[config.mk]
export PLATFORM = sky130hd
export DESIGN_NAME = clkout_pd_seq
export DESIGN_NICKNAME = d
export VERILOG_FILES = /design/src/rtl/pdseq_pkg.sv /design/src/rtl/pdseq_sync.sv /design/src/rtl/pdseq_fsm.sv /design/src/rtl/pdseq_outmux.sv /design/src/rtl/clkout_pd_seq.sv
export SDC_FILE = /design/constraint.sdc
export NUM_CORES = 1
export LEC_CHECK = 0
export ABC_AREA = 1
export BUFFER_PORTS_ARGS = -buffer_cell sky130_fd_sc_hd__buf_2
export CORE_UTILIZATION = 45
export DETAILED_ROUTE_END_ITERATION = 6
export PLACE_DENSITY = 0.7
export SETUP_SLACK_MARGIN = 0.4
export SYNTH_ARGS = -nofsm -noshare
export SYNTH_HDL_FRONTEND = slang
export SYNTH_SLANG_ARGS = --single-unit
[constraint.sdc]
create_clock -name clk -period 3.7 [get_ports clk]
set_input_delay 0 -clock clk [delete_from_list [all_inputs] [get_ports clk]]
set_output_delay 0 -clock clk [all_outputs]
set_load 0.01 [all_outputs]
[src/rtl/pdseq_pkg.sv]
package pdseq_pkg;
  typedef enum logic [1:0] {
    DRV_RUN    = 2'b00,
    DRV_LOW    = 2'b01,
    DRV_TRIS   = 2'b10,
    DRV_REFDIV = 2'b11
  } drv_e;

  typedef enum logic [2:0] {
    ST_WAITPG = 3'd0,
    ST_LOCK   = 3'd1,
    ST_RUN    = 3'd2,
    ST_STOP   = 3'd3,
    ST_OFF    = 3'd4,
    ST_FAIL   = 3'd5
  } seq_e;
endpackage

[src/rtl/pdseq_sync.sv]
module pdseq_sync #(
  parameter int WIDTH  = 3,
  parameter int STAGES = 2
) (
  input  logic             clk,
  input  logic             rst_n,
  input  logic [WIDTH-1:0] d,
  output logic [WIDTH-1:0] q
);
  logic [STAGES-1:0][WIDTH-1:0] chain;

  generate
    for (genvar s = 0; s < STAGES; s++) begin : g_stage
      if (s == 0) begin : g_first
        always_ff @(posedge clk or negedge rst_n)
          if (!rst_n) chain[0] <= '0;
          else        chain[0] <= d;
      end else begin : g_rest
        always_ff @(posedge clk or negedge rst_n)
          if (!rst_n) chain[s] <= '0;
          else        chain[s] <= chain[s-1];
      end
    end
  endgenerate

  assign q = chain[STAGES-1];
endmodule

[src/rtl/pdseq_fsm.sv]
module pdseq_fsm
  import pdseq_pkg::*;
#(
  parameter int CNT_W    = 16,
  parameter int HOLD_CYC = 8
) (
  input  logic             clk,
  input  logic             rst_n,
  input  logic             pin_s,
  input  logic             lock_s,
  input  logic             oclk_s,
  input  logic             keep_cfg,
  input  logic [CNT_W-1:0] lock_limit,
  output logic             run,
  output logic             osc_en,
  output logic             lock_err,
  output logic             cfg_clear
);
  localparam logic [CNT_W-1:0] HOLD_LAST = CNT_W'(HOLD_CYC - 1);

  seq_e             st_q, st_d;
  logic [CNT_W-1:0] cnt_q, cnt_d;
  logic [1:0]       edg_q, edg_d;
  logic             oclk_q;
  logic             clr_d;
  logic             rise;

  assign rise = oclk_s & ~oclk_q;

  always_comb begin
    st_d  = st_q;
    cnt_d = cnt_q;
    edg_d = edg_q;
    clr_d = 1'b0;
    unique case (st_q)
      ST_WAITPG: if (pin_s) begin
        st_d  = ST_LOCK;
        cnt_d = '0;
      end
      ST_LOCK: begin
        if (!pin_s) begin
          st_d  = ST_STOP;
          cnt_d = '0;
        end else if (lock_s && !oclk_s) begin
          st_d  = ST_RUN;
          edg_d = '0;
        end else if (!lock_s && cnt_q >= lock_limit) begin
          st_d = ST_FAIL;
        end else begin
          cnt_d = cnt_q + 1'b1;
        end
      end
      ST_RUN: begin
        if (pin_s) begin
          edg_d = '0;
        end else if (edg_q == 2'd2 && !oclk_s) begin
          st_d  = ST_STOP;
          cnt_d = '0;
        end else if (rise && edg_q != 2'd2) begin
          edg_d = edg_q + 1'b1;
        end
      end
      ST_STOP: begin
        if (cnt_q >= HOLD_LAST) begin
          st_d  = ST_OFF;
          clr_d = ~keep_cfg;
        end else begin
          cnt_d = cnt_q + 1'b1;
        end
      end
      ST_OFF: if (pin_s) begin
        st_d  = ST_LOCK;
        cnt_d = '0;
      end
      ST_FAIL: if (!pin_s) begin
        st_d  = ST_STOP;
        cnt_d = '0;
      end
      default: st_d = ST_WAITPG;
    endcase
  end

  always_ff @(posedge clk or negedge rst_n) begin
    if (!rst_n) begin
      st_q      <= ST_WAITPG;
      cnt_q     <= '0;
      edg_q     <= '0;
      oclk_q    <= 1'b0;
      cfg_clear <= 1'b0;
    end else begin
      st_q      <= st_d;
      cnt_q     <= cnt_d;
      edg_q     <= edg_d;
      oclk_q    <= oclk_s;
      cfg_clear <= clr_d;
    end
  end

  assign run      = (st_q == ST_RUN);
  assign lock_err = (st_q == ST_FAIL);
  assign osc_en   = (st_q == ST_LOCK) || (st_q == ST_RUN) ||
                    (st_q == ST_STOP) || (st_q == ST_FAIL);
endmodule

[src/rtl/pdseq_outmux.sv]
module pdseq_outmux
  import pdseq_pkg::*;
#(
  parameter int N_OUT = 4
) (
  input  logic               run,
  input  logic [N_OUT-1:0]   oe,
  input  logic               test_en,
  input  logic               test_sel,
  output logic [2*N_OUT-1:0] drv_mode
);
  generate
    for (genvar i = 0; i < N_OUT; i++) begin : g_out
      drv_e m;
      always_comb begin
        if (!run)         m = DRV_LOW;
        else if (test_en) m = test_sel ? DRV_REFDIV : DRV_TRIS;
        else if (oe[i])   m = DRV_RUN;
        else              m = DRV_LOW;
      end
      assign drv_mode[2*i+1:2*i] = m;
    end
  endgenerate
endmodule

[src/rtl/clkout_pd_seq.sv]
module clkout_pd_seq
  import pdseq_pkg::*;
#(
  parameter int N_OUT       = 4,
  parameter int LOCK_W      = 16,
  parameter int SYNC_STAGES = 2,
  parameter int HOLD_CYC    = 8
) (
  input  logic               clk,
  input  logic               rst_n,
  input  logic               pwr_pin,
  input  logic               pll_locked,
  input  logic               oclk,
  input  logic               keep_cfg,
  input  logic [N_OUT-1:0]   oe,
  input  logic               test_en,
  input  logic               test_sel,
  input  logic [LOCK_W-1:0]  lock_limit,
  output logic [2*N_OUT-1:0] drv_mode,
  output logic               osc_pll_en,
  output logic               cfg_clear,
  output logic               lock_err
);
  localparam int NSYNC = 3;

  logic [NSYNC-1:0] raw, synced;
  logic pin_s, lock_s, oclk_s, run;

  assign raw = {oclk, pll_locked, pwr_pin};
  assign {oclk_s, lock_s, pin_s} = synced;

  pdseq_sync #(.WIDTH(NSYNC), .STAGES(SYNC_STAGES)) u_sync (
    .clk(clk), .rst_n(rst_n), .d(raw), .q(synced)
  );

  pdseq_fsm #(.CNT_W(LOCK_W), .HOLD_CYC(HOLD_CYC)) u_fsm (
    .clk(clk), .rst_n(rst_n), .pin_s(pin_s), .lock_s(lock_s),
    .oclk_s(oclk_s), .keep_cfg(keep_cfg), .lock_limit(lock_limit),
    .run(run), .osc_en(osc_pll_en), .lock_err(lock_err),
    .cfg_clear(cfg_clear)
  );

  pdseq_outmux #(.N_OUT(N_OUT)) u_mux (
    .run(run), .oe(oe), .test_en(test_en), .test_sel(test_sel),
    .drv_mode(drv_mode)
  );
endmodule

==> results.md <==
* Fraction of the mapped netlist area in simple logic gates at 37.93%
* I/O Pins at 39
* Clock buffer count from CTS at 5
* # hold bufs at CTS at 5
* PD cells at 468.7 mW/mm^2
* Netlist cell types at 32
* Sequential power share at between 30% and 40%
* Max Cap Viol at 0
* Pre-CTS WS at between 1500 and 2000 ps
* Vias in the first global route at around 2.1k
* Share of post-route cells with drive strength above 1 at around 16%
* Internal at ~750 uW
* Sw power at 504.4 uW
* Final Hold Vio Count at 0
* TritonCTS clock tree: built
* Pins Over Slew Limit at 0
* CP max stage delay at about 460 ps
* Fin crit share at 60.85%
* Outcome: complete, no violations
* GRT Overall Usage at a little over a fifth
* Max Freq at between 400 and 500 MHz
* CP most frequent cell: nand2_1
* Largest net degree at the start of global routing at 30
* P&R area growth vs syn at 16.68%
* Post-Syn Area at about 0.0023 mm^2
* Worst-path fanout max at 17
* WL/cell at roughly 12 um
* Via count at roughly 2.2k
* Final setup viols at 0
* First-pass GRT wire length at about 9000 um
* Clock transition at path regs at about 60 ps
* FILL cells at between 500 and 600
* Post-CTS setup buffer count at 0
* IO Port Bufs at 38
* Initial Util at between 40% and 50%
* Post-synthesis xor/xnor area fraction at under 10%
* Synthesized flop and latch total at 29
* Syn Nets at about 380
* Static Leakage at ~1.5 nW
* DR pass1 iterations at 4
* RSZ-0062 raised after global routing: no
* Relative slew slack at about 57%
* Total power at ~1.3 mW
* Die width at around 74 um
* CTS root buffer: clkbuf_8
* WP data required at about 4000 ps
* Worst VDD drop at around 0.00037 V
* Avg Inst Size Synth at ~7 um^2
* Largest family of logic cells by synthesized area: simple AND/OR/NAND/NOR gates
* Setup_tns at 0 ps
* Clock sink count at 29
* CP max stage cell: dfrtp_1
* Switch share at 40.06%
* CP Cell Sequence: ha_1 -> nand2_1 -> inv_1 -> nand2_1 -> nor2_1 -> nor2_1 -> nand2_1 -> nand2_1 -> nand2_1 -> nand3_2 -> nand3_4 -> nand2_1 -> nand2_1
* Clock latency on the worst-skew pair at 280 ps
* Post-CTS sizing at 0
* Clk pwr share at about a quarter
* Final core utilization at between 50% and 60%
* Core area at a little under 0.005 mm^2
* Max Clock Skew at about 7.4 ps
* Post-Syn Instances at approximately 340
* Gr ovfl total at 0
* Final wirelength at between 5000 and 6000 um
* H-tree depth at 2
* Layout Nets at between 400 and 500
* Diodes inserted at 0
* Antenna violations before repair at 0
* Detail Route Antenna Nets at 0
* Critical Path Sink Type: flop
* Synth Area in Compound Gates at between 8 and 9%
* Die area at 0.005406 mm^2
* Final WS setup at about 1400 ps
* Worst-margin pin slew at between 600 and 700 ps
* Mux cell area share after synthesis at 0%
* DRC at 0
* Arr. time, crit path at between 2000 and 2500 ps
* DRT iter0 DRCs at between 100 and 150
* Min-Delay Path Class: in -> async
* Warnings, synthesis at 0
* Die height at around 74 um
* Worst-case clock buffer depth at 2
* Fin crit period at about 2300 ps
* HPWL Detailed at 3976 um
* Post-Synth Adder-Cell Area at 9.783%
* Gpl congestion at between 0.8 and 0.9
* Combinational Power Share at between 40% and 50%
* # rows at 25
* CP Launch Type: flop
* Crit path kind: reg -> reg
* Vias per std cell at between 5 and 6
* Register area share after synthesis at a little under a third
-- Yosys cell counts --
cell / count / area share (%)
a211oi_1: 1 / 0.33
a21oi_1: 13 / 2.8
a21oi_4: 1 / 0.71
buf_2: 3 / 0.65
buf_4: 4 / 1.3
buf_6: 1 / 0.49
clkbuf_1: 2 / 0.33
dfrtp_1: 29 / 32
ha_1: 18 / 9.8
inv_1: 47 / 7.7
inv_2: 3 / 0.49
inv_4: 1 / 0.27
nand2_1: 101 / 16
nand2_2: 2 / 0.54
nand2_4: 1 / 0.49
nand3_1: 14 / 3.0
nand3_2: 1 / 0.43
nand3_4: 1 / 0.76
nand4_1: 22 / 6.0
nor2_1: 37 / 6.0
nor2_2: 1 / 0.27
nor2_4: 1 / 0.49
nor2_8: 1 / 0.87
nor3_1: 9 / 2.0
nor3b_1: 1 / 0.33
o21ai_0: 10 / 2.2
o21ai_2: 1 / 0.38
o21ai_4: 1 / 0.71
o21bai_1: 2 / 0.65
o22ai_1: 1 / 0.27
or2_2: 1 / 0.27
xor2_1: 4 / 1.5
-- power groups by stage --
stage	clock network (mW)	registers, mW	logic, mW
2_1_floorplan	0	0.388	0.441
3_3_place_gp	0	0.397	0.524
3_5_place_dp	0	0.398	0.529
4_1_cts	0.340	0.392	0.539
5_1_grt	0.355	0.398	0.608
6_report	0.333	0.393	0.533
-- area by class of cell --
cell class | instances | area [um^2] | area share [%]
clock buffer | 7 | 86.33 | 3.214
clock inverter | 1 | 30.03 | 1.118
tap | 67 | 83.83 | 3.121
multi-input combinational | 245 | 1319 | 49.09
sequential | 29 | 725.7 | 27.01
timing repair buffer | 44 | 247.7 | 9.222
inverter | 51 | 193.9 | 7.219
-- cells in the final DEF (no fill, tap or decap), types with 2 or more instances in the layout --
master | Yosys | layout
o21ai_0 | 10 | 10
buf_2 | 3 | 38
nor2_1 | 37 | 37
nand4_1 | 22 | 22
nand3_1 | 14 | 14
inv_1 | 47 | 47
o21bai_1 | 2 | 2
dlygate4sd3_1 | 0 | 5
inv_2 | 3 | 3
a21oi_1 | 13 | 13
nand2_2 | 2 | 2
xor2_1 | 4 | 4
nand2_1 | 101 | 101
clkbuf_8 | 0 | 6
nor3_1 | 9 | 9
ha_1 | 18 | 18
dfrtp_1 | 29 | 29
-- kinds of logic after synthesis --
family / Yosys count
xor+xnor: 4
simple gates: 193
compound gates: 30
flops: 29
buf+inv: 61
fa+ha+maj: 18
-- critical path: cells and delay by family, from the launching register on --
| family | cells | cell delay (ps) |
|---|---|---|
| adder cells (fa/ha/maj) | 1 | 330 |
| AND/OR/NAND/NOR | 11 | 1290 |
| buffers and inverters | 1 | 70 |
| flip-flops | 1 | 460 |
-- stage by stage --
| stage | cell area (um^2) | std cells | hold WS (ps) |
|---|---|---|---|
| 2_1_floorplan | 2302 | 335 | -295.6 |
| 5_1_grt | 2686 | 444 | 345.2 |
| 3_3_place_gp | 2520 | 431 | 61.97 |
| 4_1_cts | 2686 | 444 | 307.8 |
| 3_5_place_dp | 2520 | 431 | 68.68 |
| 6_report | 2686 | 444 | 280.5 |
-- sequential cells by signal, summed over array words and instances, names as in the netlist --
register and cells:
u_fsm.edg_q 2, u_fsm.cfg_clear 1, u_sync.q 3, u_fsm.oclk_q 1, u_fsm.cnt_q 16, u_fsm.st_q 3
u_sync.chain 3
-- per-layer routing --
layer / GRT usage, % / routed length, um / vias up
met2: 36.19 / 2510 / 46
met3: 3.841 / 222 / 2
met1: 28.57 / 2423 / 1011
met5: 0 / 0 / -
li1: - / - / 1164
met4: 6.410 / 28 / 0
-- worst paths after layout --
kind	start	endpoint	cells past startpoint	slack (ps)
hold reg to reg	u_sync.chain[0]	u_sync.q[0]	0	350
min in group clk	oe[0]	drv_mode[0]	5	340
setup reg to reg	u_fsm.cnt_q[7]	u_fsm.cnt_q[11]	13	1450
hold / removal	rst_n	u_fsm.edg_q[0]	2	280
setup / recovery	u_fsm.cnt_q[7]	u_fsm.cnt_q[11]	13	1450
max in group asynchronous	rst_n	u_sync.chain[0]	2	3010
Note: power is estimated with default switching activity, not from simulation.
